**src/rtl/gpio_irq_pkg.sv**
```systemverilog
package gpio_irq_pkg;
  typedef enum logic [1:0] {
    SEL_EN   = 2'd0,
    SEL_KIND = 2'd1,
    SEL_POL  = 2'd2,
    SEL_STAT = 2'd3
  } reg_sel_e;
endpackage

```
**src/rtl/gpio_irq_sync.sv**
```systemverilog
module gpio_irq_sync #(
  parameter int W = 8
) (
  input  logic         clk_i,
  input  logic         rst_ni,
  input  logic [W-1:0] d_i,
  output logic [W-1:0] q_o
);
  logic [W-1:0] meta_q, sync_q;

  always_ff @(posedge clk_i or negedge rst_ni) begin
    if (!rst_ni) begin
      meta_q <= '0;
      sync_q <= '0;
    end else begin
      meta_q <= d_i;
      sync_q <= meta_q;
    end
  end

  assign q_o = sync_q;
endmodule

```
**src/rtl/gpio_irq_port.sv**
```systemverilog
module gpio_irq_port
  import gpio_irq_pkg::*;
#(
  parameter int W = 8
) (
  input  logic         clk_i,
  input  logic         rst_ni,
  input  logic [W-1:0] sync_i,
  input  logic         wr_i,
  input  reg_sel_e     sel_i,
  input  logic [W-1:0] wdata_i,
  output logic [W-1:0] en_o,
  output logic [W-1:0] kind_o,
  output logic [W-1:0] pol_o,
  output logic [W-1:0] status_o
);
  logic [W-1:0] en_q, kind_q, pol_q, pend_q, prev_q;
  logic [W-1:0] en_d, ack, rise, fall, hit, pend_d;

  always_comb begin
    en_d   = (wr_i && sel_i == SEL_EN) ? wdata_i : en_q;
    ack    = (wr_i && sel_i == SEL_STAT) ? wdata_i : '0;
    rise   = sync_i & ~prev_q;
    fall   = ~sync_i & prev_q;
    hit    = kind_q & ((pol_q & rise) | (~pol_q & fall));
    // disabling drops pending; a new edge wins over a same-cycle ack
    pend_d = en_d & ((pend_q & ~ack) | hit);
  end

  always_ff @(posedge clk_i or negedge rst_ni) begin
    if (!rst_ni) begin
      en_q   <= '0;
      kind_q <= '0;
      pol_q  <= '0;
      pend_q <= '0;
      prev_q <= '0;
    end else begin
      en_q   <= en_d;
      pend_q <= pend_d;
      prev_q <= sync_i;
      if (wr_i && sel_i == SEL_KIND) kind_q <= wdata_i;
      if (wr_i && sel_i == SEL_POL)  pol_q  <= wdata_i;
    end
  end

  assign en_o     = en_q;
  assign kind_o   = kind_q;
  assign pol_o    = pol_q;
  assign status_o = en_q & ((kind_q & pend_q) | (~kind_q & ~(sync_i ^ pol_q)));

  a_r7_ack_clears: assert property (@(posedge clk_i) disable iff (!rst_ni)
    (|(ack & ~hit)) |=> ((pend_q & $past(ack & ~hit)) == '0));

  a_r5_edge_sticky: assert property (@(posedge clk_i) disable iff (!rst_ni)
    (|(pend_q & en_d & ~ack)) |=>
      ((pend_q & $past(pend_q & en_d & ~ack)) == $past(pend_q & en_d & ~ack)));

  a_r8_no_pend_when_off: assert property (@(posedge clk_i) disable iff (!rst_ni)
    (pend_q & ~en_q) == '0);
endmodule

```
**src/rtl/gpio_irq_ctrl.sv**
```systemverilog
module gpio_irq_ctrl
  import gpio_irq_pkg::*;
#(
  parameter int NUM_PORTS = 2,
  parameter int PORT_W    = 8
) (
  input  logic                             clk_i,
  input  logic                             rst_ni,
  input  logic [NUM_PORTS*PORT_W-1:0]      pin_i,
  input  logic                             wr_en_i,
  input  logic [$clog2(NUM_PORTS)+1:0]     addr_i,
  input  logic [PORT_W-1:0]                wdata_i,
  output logic [PORT_W-1:0]                rdata_o,
  output logic                             irq_o
);
  localparam int PSEL_W = $clog2(NUM_PORTS);
  localparam int ADDR_W = PSEL_W + 2;

  logic [NUM_PORTS*PORT_W-1:0] pin_sync;
  logic [PORT_W-1:0] en_a [NUM_PORTS];
  logic [PORT_W-1:0] kind_a [NUM_PORTS];
  logic [PORT_W-1:0] pol_a [NUM_PORTS];
  logic [PORT_W-1:0] stat_a [NUM_PORTS];
  logic [NUM_PORTS-1:0] port_req;

  reg_sel_e          sel;
  logic [PSEL_W-1:0] port_idx;

  assign sel      = reg_sel_e'(addr_i[1:0]);
  assign port_idx = addr_i[ADDR_W-1:2];

  gpio_irq_sync #(.W(NUM_PORTS*PORT_W)) u_sync (
    .clk_i (clk_i),
    .rst_ni(rst_ni),
    .d_i   (pin_i),
    .q_o   (pin_sync)
  );

  for (genvar p = 0; p < NUM_PORTS; p++) begin : g_port
    gpio_irq_port #(.W(PORT_W)) u_port (
      .clk_i   (clk_i),
      .rst_ni  (rst_ni),
      .sync_i  (pin_sync[p*PORT_W +: PORT_W]),
      .wr_i    (wr_en_i && (port_idx == PSEL_W'(p))),
      .sel_i   (sel),
      .wdata_i (wdata_i),
      .en_o    (en_a[p]),
      .kind_o  (kind_a[p]),
      .pol_o   (pol_a[p]),
      .status_o(stat_a[p])
    );
    assign port_req[p] = |stat_a[p];
  end

  assign irq_o = |port_req;

  always_comb begin
    unique case (sel)
      SEL_EN:   rdata_o = en_a[port_idx];
      SEL_KIND: rdata_o = kind_a[port_idx];
      SEL_POL:  rdata_o = pol_a[port_idx];
      default:  rdata_o = stat_a[port_idx];
    endcase
  end

  a_r9_status_raises_irq: assert property (@(posedge clk_i) disable iff (!rst_ni)
    (sel == SEL_STAT && rdata_o != '0) |-> irq_o);
endmodule

```
**config.mk**
```make
export PLATFORM = sky130hd
export DESIGN_NAME = gpio_irq_ctrl
export DESIGN_NICKNAME = d
export VERILOG_FILES = /design/src/rtl/gpio_irq_pkg.sv /design/src/rtl/gpio_irq_sync.sv /design/src/rtl/gpio_irq_port.sv /design/src/rtl/gpio_irq_ctrl.sv
export SDC_FILE = /design/constraint.sdc
export NUM_CORES = 1
export LEC_CHECK = 0
export ABC_CLOCK_PERIOD_IN_PS = 4320
export BUFFER_PORTS_ARGS = -buffer_cell sky130_fd_sc_hd__buf_2
export CELL_PAD_IN_SITES_DETAIL_PLACEMENT = 1
export CELL_PAD_IN_SITES_GLOBAL_PLACEMENT = 1
export CORE_MARGIN = 2
export CORE_UTILIZATION = 30
export DETAILED_ROUTE_END_ITERATION = 10
export PLACE_DENSITY_LB_ADDON = 0.1
export SLEW_MARGIN = 20
export SYNTH_ARGS = -nofsm -noshare
export SYNTH_HDL_FRONTEND = slang
export SYNTH_SLANG_ARGS = --single-unit
export TNS_END_PERCENT = 100
```
**constraint.sdc**
```tcl
create_clock -name clk_i -period 4.32 [get_ports clk_i]
set_clock_uncertainty 0.1 [all_clocks]
set_input_delay 0.648 -clock clk_i [delete_from_list [all_inputs] [get_ports clk_i]]
set_output_delay 0.648 -clock clk_i [all_outputs]
set_load 0.03 [all_outputs]
```
==> results of run 1 <==
## worst max-delay path, stage by stage
cell and delay (ns):
sky130_fd_sc_hd__buf_2 0.69, sky130_fd_sc_hd__mux4_2 0.60, sky130_fd_sc_hd__nand2_1 0.07, sky130_fd_sc_hd__o21ai_0 0.11, sky130_fd_sc_hd__buf_2 0.20
## cells in the final DEF, fill, tap and decap left out, types with 2 or more instances in the layout
cell type                     n
sky130_fd_sc_hd__a21boi_2     8
sky130_fd_sc_hd__a21oi_1      9
sky130_fd_sc_hd__a22o_1       8
sky130_fd_sc_hd__a31oi_1      2
sky130_fd_sc_hd__and2_1      15
sky130_fd_sc_hd__and3_1       2
sky130_fd_sc_hd__buf_2       37
sky130_fd_sc_hd__buf_4        4
sky130_fd_sc_hd__bufinv_16    2
sky130_fd_sc_hd__clkbuf_16    9
sky130_fd_sc_hd__clkbuf_8     2
sky130_fd_sc_hd__dfrtp_1    112
sky130_fd_sc_hd__inv_1        8
sky130_fd_sc_hd__mux2_2      55
sky130_fd_sc_hd__mux2i_1      2
sky130_fd_sc_hd__mux4_2       7
sky130_fd_sc_hd__nand2_1     80
sky130_fd_sc_hd__nand2b_1     6
sky130_fd_sc_hd__nand3_1      8
sky130_fd_sc_hd__nor2_1      18
sky130_fd_sc_hd__nor4_1       2
sky130_fd_sc_hd__nor4b_4      2
sky130_fd_sc_hd__o21ai_0     53
sky130_fd_sc_hd__o2bb2ai_1    3
sky130_fd_sc_hd__xor2_1      16
## flip-flops by register name (all words and copies together) (netlist names)
| signal | flops |
|---|---|
| g_port.u_port.en_o | 16 |
| g_port.u_port.kind_o | 16 |
| g_port.u_port.pend_q | 16 |
| g_port.u_port.pol_o | 16 |
| g_port.u_port.prev_q | 16 |
| u_sync.meta_q | 16 |
| u_sync.q_o | 16 |
## how the worst min path moves through the flow
stage                      startpoint                end  slack [ns]
global route        u_sync.meta_q[13]     u_sync.q_o[13]        0.26
global placement     u_sync.meta_q[3]      u_sync.q_o[3]        0.23
CTS                  u_sync.meta_q[3]      u_sync.q_o[3]        0.25
floorplan            u_sync.meta_q[0]      u_sync.q_o[0]        0.23
finish                         rst_ni  u_sync.meta_q[15]        0.24
detailed placement   u_sync.meta_q[3]      u_sync.q_o[3]        0.24
## metal layers
layer  part of all wire, %  routed length (microns)
met5                 0.092                       11
met4                   1.4                      164
met3                   4.1                      492
met2                    50                     6010
met1                    44                     5300
## power by group through the flow
stage / combinational, mW / clock, mW / sequential, mW
3_5_place_dp: 0.521 / 0 / 1.35
5_1_grt: 0.573 / 1.00 / 1.36
4_1_cts: 0.523 / 0.957 / 1.33
3_3_place_gp: 0.511 / 0 / 1.34
6_report: 0.508 / 0.907 / 1.33
2_1_floorplan: 0.379 / 0 / 1.31
## stage by stage
stage | power, mW | setup slack (ns)
floorplan | 1.69 | 1.51
global placement | 1.85 | 1.22
detailed placement | 1.87 | 1.18
CTS | 2.81 | 1.18
global route | 2.93 | 1.07
finish | 2.74 | 1.23
## cell families (layout without fill, tap and decap cells)
logic type	count (synthesis)	in the layout	share of synthesized area, %
mux	64	64	15.9
compound gates	85	85	10.4
simple gates	138	138	13.0
buf+inv	21	66	2.09
xor+xnor	16	16	2.79
flops	112	112	55.8
## area by class of cell
cell class | count | area share [%]
Timing Repair Buffer | 42 | 4.06
Sequential cell | 112 | 48.3
Clock buffer | 12 | 4.42
Inverter | 9 | 0.583
Multi-Input combinational cell | 303 | 36.7
Clock inverter | 3 | 1.12
Tap cell | 220 | 4.75
==> impl_results.html, run 1 <==
<table>
<tr><th>Metric</th><th>Value</th></tr>
<tr><th colspan="2">Outcome</th></tr>
<tr><td>Run status</td><td>finished clean</td></tr>
<tr><th colspan="2">Global route</th></tr>
<tr><td>Total gr overflow</td><td>0</td></tr>
<tr><td>Antenna violations before repair</td><td>1</td></tr>
<tr><td>Total global-route track usage</td><td>14.8%</td></tr>
<tr><td>M3 GR Usage</td><td>4.19%</td></tr>
<tr><td>Global-route wire length before repair</td><td>19900 microns</td></tr>
<tr><td>Met2 global-route usage</td><td>approximately 25%</td></tr>
<tr><td>Number of global-route vias before repair</td><td>3696</td></tr>
<tr><td>Busiest layer in global routing</td><td>met2</td></tr>
<tr><td>Pin count of the biggest net entering global routing</td><td>58</td></tr>
<tr><td>M1 GR Usage</td><td>a little under a fifth</td></tr>
<tr><th colspan="2">Critical path</th></tr>
<tr><td>CP max FO</td><td>38</td></tr>
<tr><td>Register-to-register path setup slack</td><td>around 3.1 ns</td></tr>
<tr><td>Worst endpoint data arrival time</td><td>2.35 ns</td></tr>
<tr><td>Path type of the worst setup path</td><td>in -&gt; out</td></tr>
<tr><td>Kind of end point of the critical path</td><td>primary output</td></tr>
<tr><td>Endpoint of the worst register-to-register path</td><td>g_port[0].u_port.pend_q[1]</td></tr>
<tr><td>Worst Setup EP</td><td>rdata_o[4]</td></tr>
<tr><td>Launch point of the worst path</td><td>addr_i[0]</td></tr>
<tr><td>R2r worst-path depth</td><td>5</td></tr>
<tr><td>CP Launch Type</td><td>primary input</td></tr>
<tr><td>Worst Path Required</td><td>3.57 ns</td></tr>
<tr><td>Start of the worst register-to-register path</td><td>g_port[0].u_port.pol_o[1]</td></tr>
<tr><th colspan="2">Timing</th></tr>
<tr><td>Post-route worst hold slack</td><td>0.241 ns</td></tr>
<tr><td>Number of slew-limit violations in the final report</td><td>0</td></tr>
<tr><td>Final hold violations</td><td>0</td></tr>
<tr><td>Fin Setup TNS</td><td>0 ns</td></tr>
<tr><td>Fin crit period</td><td>3.09 ns</td></tr>
<tr><td>Least-Margin Pin Slew</td><td>approximately 1.1 ns</td></tr>
<tr><td>Max-slew headroom</td><td>between 20 and 30%</td></tr>
<tr><td>Final setup violation count</td><td>0</td></tr>
<tr><td>Unrepaired setup endpoints after global routing</td><td>false</td></tr>
<tr><td>Final period util</td><td>71.6%</td></tr>
<tr><td>Max Fclk</td><td>roughly 320 MHz</td></tr>
<tr><th colspan="2">Placed design</th></tr>
<tr><td>Number of placed instances with taps included</td><td>686</td></tr>
<tr><td>Gpl congestion</td><td>0.739</td></tr>
<tr><td>Post-placement cell area</td><td>0.00548 sq mm</td></tr>
<tr><td>Port bufs</td><td>38</td></tr>
<tr><td>Total half-perimeter wirelength after legalization and detailed placement</td><td>roughly 7900 microns</td></tr>
<tr><th colspan="2">Logic synthesis</th></tr>
<tr><td>Library cell occupying the most area in the post-synthesis netlist</td><td>sky130_fd_sc_hd__dfrtp_1</td></tr>
<tr><td>Proportion of synthesized flip-flops having asynchronous set or reset</td><td>100%</td></tr>
<tr><td>Post-synth EDFFs</td><td>0</td></tr>
<tr><td>Synth unique cells</td><td>32</td></tr>
<tr><td>Fraction of the yosys area taken by sequential cells</td><td>between 50% and 60%</td></tr>
<tr><td>Area share of the largest cell type after synthesis</td><td>a little under three fifths</td></tr>
<tr><td>Largest cells by area after synthesis</td><td>sky130_fd_sc_hd__dfrtp_1 (56%), sky130_fd_sc_hd__mux2_2 (12%), sky130_fd_sc_hd__nand2_1 (6.0%)</td></tr>
<tr><td>Synthesized area</td><td>between 0.005 and 0.006 sq mm</td></tr>
<tr><td>Syn avg cell area</td><td>11.5 sq um</td></tr>
<tr><td>Synth warn</td><td>0</td></tr>
<tr><td>Leading cell type by number of instances after synthesis</td><td>sky130_fd_sc_hd__dfrtp_1</td></tr>
<tr><td>#FFs+latches synth</td><td>112</td></tr>
<tr><td>Post-synth top cells</td><td>sky130_fd_sc_hd__dfrtp_1 (112), sky130_fd_sc_hd__nand2_1 (80), sky130_fd_sc_hd__mux2_2 (55)</td></tr>
<tr><td>Leading register cell type out of synthesis</td><td>sky130_fd_sc_hd__dfrtp_1</td></tr>
<tr><td>Cell count after synthesis</td><td>436</td></tr>
<tr><td>Syn nets</td><td>466</td></tr>
<tr><th colspan="2">Detailed routing</th></tr>
<tr><td>Detailed router's first-iteration violation count</td><td>between 100 and 150</td></tr>
<tr><td>Average wire per standard cell</td><td>17.1 microns</td></tr>
<tr><td>Count of antenna-violating nets left after detailed routing</td><td>0</td></tr>
<tr><td>Number of search-and-repair iterations in the first detailed-routing pass</td><td>4</td></tr>
<tr><td>Count of unresolved DRC violations after routing</td><td>0</td></tr>
<tr><td>Overall via count from detail_route</td><td>roughly 3400</td></tr>
<tr><td>DR vias/cell</td><td>4.84</td></tr>
<tr><td>Post-detailed-routing wire length</td><td>approximately 12000 microns</td></tr>
<tr><th colspan="2">Clock network</th></tr>
<tr><td>Clock slew at reported path FFs</td><td>0.07 ns</td></tr>
<tr><td>Num CTS Buffers</td><td>9</td></tr>
<tr><td># resized after CTS</td><td>0</td></tr>
<tr><td>CTS tree</td><td>built</td></tr>
<tr><td>Clock Tree Root</td><td>sky130_fd_sc_hd__clkbuf_16</td></tr>
<tr><td>Worst-case clock buffer depth</td><td>2</td></tr>
<tr><td>H-Tree Depth</td><td>3</td></tr>
<tr><td>Sinks on the clock net</td><td>112</td></tr>
<tr><td>Number of buffers inserted for hold repair after clock tree synthesis</td><td>0</td></tr>
<tr><td>Post-CTS setup repair buffer count</td><td>0</td></tr>
<tr><td>Clock latency reported for the late side of the worst-skew pair</td><td>approximately 0.36 ns</td></tr>
<tr><th colspan="2">Layout</th></tr>
<tr><td>Area taken by flip-flops and latches</td><td>0.00280 sq mm</td></tr>
<tr><td>Post-layout instance count excluding filler cells</td><td>701</td></tr>
<tr><td>Nets</td><td>just over 500</td></tr>
<tr><td>Multi-input combinational cell area</td><td>0.00213 sq mm</td></tr>
<tr><td>Filler instances</td><td>1811</td></tr>
<tr><td>Core occupancy in the finished layout</td><td>35.2%</td></tr>
<tr><td>Area added between synthesis and finish</td><td>15.4%</td></tr>
<tr><td>Ratio of cells with drive above 1 in the final layout</td><td>~27%</td></tr>
<tr><td>Antenna diode instance count</td><td>0</td></tr>
<tr><td>Final design area excluding fillers</td><td>0.00580 sq mm</td></tr>
<tr><th colspan="2">Power and ir drop</th></tr>
<tr><td>Logic pwr share</td><td>18.5%</td></tr>
<tr><td>Fraction of power consumed by the clock network</td><td>between 30% and 40%</td></tr>
<tr><td>Leakage power total</td><td>2.47 nW</td></tr>
<tr><td>Sw Ratio</td><td>around 28%</td></tr>
<tr><td>Worst IR Drop VDD</td><td>about 0.19 mV</td></tr>
<tr><td>Power per cell area</td><td>473 mW/mm^2</td></tr>
<tr><td>Part of the power in registers</td><td>48.4%</td></tr>
<tr><td>Cell-internal power</td><td>approximately 2.0 mW</td></tr>
<tr><td>Net switching power of the design</td><td>763 uW</td></tr>
<tr><th colspan="2">Die</th></tr>
<tr><td>Die height</td><td>133 microns</td></tr>
<tr><td>Placement row count</td><td>47</td></tr>
<tr><td>Effective utilization at floorplan</td><td>30.5%</td></tr>
<tr><td>Die Outline Area</td><td>0.0178 sq mm</td></tr>
<tr><td>I/O Pins</td><td>39</td></tr>
<tr><td>Horizontal die dimension</td><td>133 microns</td></tr>
<tr><td>Core outline area</td><td>0.0165 sq mm</td></tr>
<tr><th colspan="2">Hold path</th></tr>
<tr><td>Path type of the worst min-delay path</td><td>in -&gt; async</td></tr>
<tr><th colspan="2">Job</th></tr>
<tr><td>MaxCap Viol Count</td><td>0</td></tr>
</table>
Note: power is estimated with default switching activity, not from simulation.
==> run 2, diff against run 1 <==
--- a/config.mk
+++ b/config.mk
@@ -5,7 +5,8 @@
 export SDC_FILE = /design/constraint.sdc
 export NUM_CORES = 1
 export LEC_CHECK = 0
-export ABC_CLOCK_PERIOD_IN_PS = 4320
+export ABC_AREA = 1
+export ABC_CLOCK_PERIOD_IN_PS = 2800
 export BUFFER_PORTS_ARGS = -buffer_cell sky130_fd_sc_hd__buf_2
 export CELL_PAD_IN_SITES_DETAIL_PLACEMENT = 1
 export CELL_PAD_IN_SITES_GLOBAL_PLACEMENT = 1
==> constraint.sdc (replaced) <==
create_clock -name clk_i -period 2.8 [get_ports clk_i]
set_clock_uncertainty 0.1 [all_clocks]
set_input_delay 0.42 -clock clk_i [delete_from_list [all_inputs] [get_ports clk_i]]
set_output_delay 0.42 -clock clk_i [all_outputs]
set_load 0.03 [all_outputs]
==> impl_results.html, run 2 <==
<table>
<tr><th>Metric</th><th>Value</th></tr>
<tr><th colspan="2">Outcome</th></tr>
<tr><td>Run status</td><td>finished clean (unchanged)</td></tr>
<tr><th colspan="2">Global route</th></tr>
<tr><td>Met2 global-route usage</td><td>29.6% (was 25.3%)</td></tr>
<tr><td>Pin count of the biggest net entering global routing</td><td>48 (was 58)</td></tr>
<tr><td>Busiest layer in global routing</td><td>met2 (unchanged)</td></tr>
<tr><td>Total gr overflow</td><td>0 (unchanged)</td></tr>
<tr><td>Global-route wire length before repair</td><td>23100 microns (was 19900 microns)</td></tr>
<tr><td>M3 GR Usage</td><td>3.08% (was 4.19%)</td></tr>
<tr><td>M1 GR Usage</td><td>21.6% (was 18.2%)</td></tr>
<tr><td>Total global-route track usage</td><td>16.9% (was 14.8%)</td></tr>
<tr><td>Number of global-route vias before repair</td><td>4290 (was 3696)</td></tr>
<tr><td>Antenna violations before repair</td><td>0 (was 1)</td></tr>
<tr><th colspan="2">Timing</th></tr>
<tr><td>Max-slew headroom</td><td>54.5% (was 29.0%)</td></tr>
<tr><td>Fin crit period</td><td>about 2.2 ns</td></tr>
<tr><td>Least-Margin Pin Slew</td><td>0.682 ns (was 1.06 ns)</td></tr>
<tr><td>Post-route worst hold slack</td><td>0.0711 ns (was 0.241 ns)</td></tr>
<tr><td>Number of slew-limit violations in the final report</td><td>0 (unchanged)</td></tr>
<tr><td>Final hold violations</td><td>0 (unchanged)</td></tr>
<tr><td>Minimum setup slack in the final design</td><td>0.597 ns (was 1.23 ns)</td></tr>
<tr><td>Final period util</td><td>78.7%</td></tr>
<tr><td>Final setup violation count</td><td>0 (unchanged)</td></tr>
<tr><td>Fin Setup TNS</td><td>0 ns (unchanged)</td></tr>
<tr><td>Unrepaired setup endpoints after global routing</td><td>false (unchanged)</td></tr>
<tr><td>Max Fclk</td><td>454 MHz</td></tr>
<tr><th colspan="2">Clock network</th></tr>
<tr><td>Post-CTS setup repair buffer count</td><td>0 (unchanged)</td></tr>
<tr><td>Sinks on the clock net</td><td>112 (unchanged)</td></tr>
<tr><td>Num CTS Buffers</td><td>9 (unchanged)</td></tr>
<tr><td># resized after CTS</td><td>0 (unchanged)</td></tr>
<tr><td>Clock Tree Root</td><td>sky130_fd_sc_hd__clkbuf_16 (unchanged)</td></tr>
<tr><td>H-Tree Depth</td><td>3 (unchanged)</td></tr>
<tr><td>Clock latency reported for the late side of the worst-skew pair</td><td>0.35 ns (was 0.36 ns)</td></tr>
<tr><td>Worst-case clock buffer depth</td><td>2 (unchanged)</td></tr>
<tr><td>Clock slew at reported path FFs</td><td>0.07 ns (about the same)</td></tr>
<tr><td>Number of buffers inserted for hold repair after clock tree synthesis</td><td>1 (was 0)</td></tr>
<tr><td>CTS tree</td><td>built (unchanged)</td></tr>
<tr><th colspan="2">Placed design</th></tr>
<tr><td>Worst setup slack after placement</td><td>0.613 ns (was 1.18 ns)</td></tr>
<tr><td>Gpl congestion</td><td>0.785 (was 0.739)</td></tr>
<tr><td>Port bufs</td><td>38 (unchanged)</td></tr>
<tr><td>Total half-perimeter wirelength after legalization and detailed placement</td><td>9540 microns (was 7930 microns)</td></tr>
<tr><th colspan="2">Layout</th></tr>
<tr><td>Most common cell after layout, fill and taps aside</td><td>sky130_fd_sc_hd__nand2_1 (was sky130_fd_sc_hd__dfrtp_1)</td></tr>
<tr><td>Antenna diode instance count</td><td>0 (unchanged)</td></tr>
<tr><td>Area added between synthesis and finish</td><td>14.0% (was 15.4%)</td></tr>
<tr><td>Ratio of cells with drive above 1 in the final layout</td><td>9.55% (was 27.4%)</td></tr>
<tr><td>Nets</td><td>677 (was 507)</td></tr>
<tr><td>Most frequent cells in the layout</td><td>sky130_fd_sc_hd__nand2_1 (181), sky130_fd_sc_hd__dfrtp_1 (112), sky130_fd_sc_hd__inv_1 (99) (was sky130_fd_sc_hd__dfrtp_1 (112), sky130_fd_sc_hd__nand2_1 (80), sky130_fd_sc_hd__mux2_2 (55))</td></tr>
<tr><td>Core occupancy in the finished layout</td><td>34.7% (was 35.2%)</td></tr>
<tr><th colspan="2">Power and ir drop</th></tr>
<tr><td>Cell-internal power</td><td>2.84 mW (was 1.98 mW)</td></tr>
<tr><td>Worst IR Drop VDD</td><td>0.311 mV (was 0.193 mV)</td></tr>
<tr><td>Part of the power in registers</td><td>49.0% (was 48.4%)</td></tr>
<tr><td>Logic pwr share</td><td>20.3% (was 18.5%)</td></tr>
<tr><td>Net switching power of the design</td><td>1.26 mW (was 763 uW)</td></tr>
<tr><td>Power per cell area</td><td>717 mW/mm^2 (was 473 mW/mm^2)</td></tr>
<tr><td>Fraction of power consumed by the clock network</td><td>30.6% (was 33.1%)</td></tr>
<tr><td>Post-route total power</td><td>4.10 mW (was 2.74 mW)</td></tr>
<tr><td>Sw Ratio</td><td>30.8% (was 27.8%)</td></tr>
<tr><td>Leakage power total</td><td>2.89 nW (was 2.47 nW)</td></tr>
<tr><th colspan="2">Detailed routing</th></tr>
<tr><td>Count of unresolved DRC violations after routing</td><td>0 (unchanged)</td></tr>
<tr><td>Overall via count from detail_route</td><td>4036 (was 3395)</td></tr>
<tr><td>Number of search-and-repair iterations in the first detailed-routing pass</td><td>4 (unchanged)</td></tr>
<tr><td>Detailed router's first-iteration violation count</td><td>147 (was 113)</td></tr>
<tr><td>DR vias/cell</td><td>4.64 (was 4.84)</td></tr>
<tr><td>Count of antenna-violating nets left after detailed routing</td><td>0 (unchanged)</td></tr>
<tr><td>Average wire per standard cell</td><td>16.0 microns (was 17.1 microns)</td></tr>
<tr><td>Post-detailed-routing wire length</td><td>13900 microns (was 12000 microns)</td></tr>
<tr><th colspan="2">Critical path</th></tr>
<tr><td>CP Launch Type</td><td>flop (was primary input)</td></tr>
<tr><td>CP cell instances</td><td>inv_1 &gt; nand2_1 &gt; nand2_1 &gt; nand2_1 &gt; nand2_1 &gt; nand2_1 &gt; inv_1 &gt; nand2_1 &gt; nor2_1 &gt; nand2_1 &gt; buf_2 (was buf_2 &gt; mux4_2 &gt; nand2_1 &gt; o21ai_0 &gt; buf_2)</td></tr>
<tr><td>Crit path largest cell delay</td><td>0.42 ns (was 0.69 ns)</td></tr>
<tr><td>Endpoint of the worst register-to-register path</td><td>g_port[0].u_port.pend_q[3] (was g_port[0].u_port.pend_q[1])</td></tr>
<tr><td>Crit-path leading delay family</td><td>simple AND/OR/NAND/NOR gates (was buffers and inverters)</td></tr>
<tr><td>Slowest CP cell</td><td>sky130_fd_sc_hd__dfrtp_1 (was sky130_fd_sc_hd__buf_2)</td></tr>
<tr><td>CP max FO</td><td>4 (was 38)</td></tr>
<tr><td>Kind of end point of the critical path</td><td>primary output (unchanged)</td></tr>
<tr><td>Path type of the worst setup path</td><td>reg -&gt; out (was in -&gt; out)</td></tr>
<tr><td>Worst Path Required</td><td>2.28 ns (was 3.57 ns)</td></tr>
<tr><td>Worst endpoint data arrival time</td><td>1.68 ns (was 2.35 ns)</td></tr>
<tr><td>Cell with the most instances on the worst path</td><td>sky130_fd_sc_hd__nand2_1 (was sky130_fd_sc_hd__buf_2)</td></tr>
<tr><td>R2r worst-path depth</td><td>4 (was 5)</td></tr>
<tr><td>Start of the worst register-to-register path</td><td>g_port[0].u_port.pol_o[3] (was g_port[0].u_port.pol_o[1])</td></tr>
<tr><td>Buffers plus inverters on the worst setup path</td><td>3 (was 2)</td></tr>
<tr><td>Register-to-register path setup slack</td><td>1.78 ns (was 3.06 ns)</td></tr>
<tr><th colspan="2">Logic synthesis</th></tr>
<tr><td>Largest cells by area after synthesis</td><td>sky130_fd_sc_hd__dfrtp_1 (56%), sky130_fd_sc_hd__nand2_1 (14%), sky130_fd_sc_hd__inv_1 (7.4%) (was sky130_fd_sc_hd__dfrtp_1 (56%), sky130_fd_sc_hd__mux2_2 (12%), sky130_fd_sc_hd__nand2_1 (6.0%))</td></tr>
<tr><td>Syn avg cell area</td><td>8.29 sq um (was 11.5 sq um)</td></tr>
<tr><td>Synth warn</td><td>0 (unchanged)</td></tr>
<tr><td>Syn nets</td><td>635 (was 466)</td></tr>
<tr><td>Proportion of synthesized flip-flops having asynchronous set or reset</td><td>100% (unchanged)</td></tr>
<tr><td>Synth unique cells</td><td>19 (was 32)</td></tr>
<tr><td>Leading register cell type out of synthesis</td><td>sky130_fd_sc_hd__dfrtp_1 (unchanged)</td></tr>
<tr><td>Fraction of the yosys area taken by sequential cells</td><td>55.9% (was 55.8%)</td></tr>
<tr><td>Area share of the largest cell type after synthesis</td><td>55.9% (was 55.8%)</td></tr>
<tr><td>Leading cell type by number of instances after synthesis</td><td>sky130_fd_sc_hd__nand2_1 (was sky130_fd_sc_hd__dfrtp_1)</td></tr>
<tr><td>Library cell occupying the most area in the post-synthesis netlist</td><td>sky130_fd_sc_hd__dfrtp_1 (unchanged)</td></tr>
<tr><td>#FFs+latches synth</td><td>112 (unchanged)</td></tr>
<tr><td>Post-synth top cells</td><td>sky130_fd_sc_hd__nand2_1 (181), sky130_fd_sc_hd__dfrtp_1 (112), sky130_fd_sc_hd__inv_1 (99) (was sky130_fd_sc_hd__dfrtp_1 (112), sky130_fd_sc_hd__nand2_1 (80), sky130_fd_sc_hd__mux2_2 (55))</td></tr>
<tr><td>Post-synth EDFFs</td><td>0 (unchanged)</td></tr>
<tr><td>Cell count after synthesis</td><td>605 (was 436)</td></tr>
<tr><td>Synthesized area</td><td>0.00501 sq mm (was 0.00502 sq mm)</td></tr>
<tr><th colspan="2">Die</th></tr>
<tr><td>Die height</td><td>133 microns (about the same)</td></tr>
<tr><td>Core outline area</td><td>0.0165 sq mm (unchanged)</td></tr>
<tr><td>Placement row count</td><td>47 (unchanged)</td></tr>
<tr><td>Effective utilization at floorplan</td><td>30.5% (about the same)</td></tr>
<tr><td>Die Outline Area</td><td>0.0178 sq mm (about the same)</td></tr>
<tr><td>Horizontal die dimension</td><td>133 microns (about the same)</td></tr>
<tr><td>I/O Pins</td><td>39 (unchanged)</td></tr>
<tr><th colspan="2">Hold path</th></tr>
<tr><td>Number of cells traversed by the worst hold path</td><td>1</td></tr>
<tr><td>Start point of the worst min-delay path</td><td>pin_i[8]</td></tr>
<tr><td>Path type of the worst min-delay path</td><td>in -&gt; reg (was in -&gt; async)</td></tr>
<tr><td>Capture endpoint of the worst hold path</td><td>u_sync.meta_q[8]</td></tr>
<tr><th colspan="2">Job</th></tr>
<tr><td>MaxCap Viol Count</td><td>0 (unchanged)</td></tr>
</table>
run 2: cell count changes in the layout (fill, tap and decap cells not counted), sizes merged, moves of 16 or more:
cell / change
a21oi: +26
nand2: +106
nor2: +18
inv: +91
o21ai: +27
mux2: -55
xor2: -16
run 2: worst register-to-register path: stages (launching register included):
cell and delay [ns]:
sky130_fd_sc_hd__dfrtp_1 0.40, sky130_fd_sc_hd__inv_1 0.06, sky130_fd_sc_hd__nand2_1 0.08, sky130_fd_sc_hd__o2111ai_1 0.12
sky130_fd_sc_hd__a21oi_1 0.18
run 2: per-stage QoR:
stage | instance area, sq um | instances
floorplan | 5010 | 605
global placement | 5430 | 855
detailed placement | 5430 | 855
CTS | 5720 | 869
global route | 5720 | 869
finish | 5720 | 869
run 2: kinds of logic after synthesis:
family                 synth area share [%]
AND/OR/NAND/NOR                        19.2
buffers and inverters                  9.56
AO/OA/AOI/OAI                          15.4
flip-flops                             55.9
run 2: final cells by class:
type	instances	area, sq um
inverter	101	379
timing repair buffer	44	253
clock buffer	12	246
multi-input combinational	379	1730
fill	1993	10700
clock inverter	1	30.0
sequential	112	2800
tap	220	275
run 2: worst max path at each step:
stage | cells past startpoint | endpoint | slack (ns) | start
after detailed placement | 7 | rdata_o[4] | 0.61 | addr_i[2]
after global routing | 11 | irq_o | 0.40 | g_port[1].u_port.pol_o[1]
final | 11 | irq_o | 0.60 | g_port[1].u_port.pol_o[1]
after CTS | 11 | irq_o | 0.55 | g_port[0].u_port.pol_o[6]
after floorplan | 5 | rdata_o[5] | 0.96 | addr_i[2]
after global placement | 8 | rdata_o[4] | 0.63 | addr_i[0]
run 2: power groups by stage:
| stage | registers [mW] | clock network (mW) | logic (mW) |
|---|---|---|---|
| after global placement | 2.03 | 0 | 0.822 |
| after global routing | 2.04 | 1.37 | 0.982 |
| final | 2.01 | 1.26 | 0.833 |
| after detailed placement | 2.04 | 0 | 0.845 |
| after floorplan | 1.99 | 0 | 0.602 |
| after CTS | 2.01 | 1.33 | 0.850 |
run 2: per-layer routing:
| metal | part of all wire, % | vias up |
|---|---|---|
| li1 | - | 2007 |
| met1 | 47 | 1976 |
| met2 | 49 | 42 |
| met3 | 2.3 | 11 |
| met4 | 1.1 | 0 |
| met5 | 0 | - |
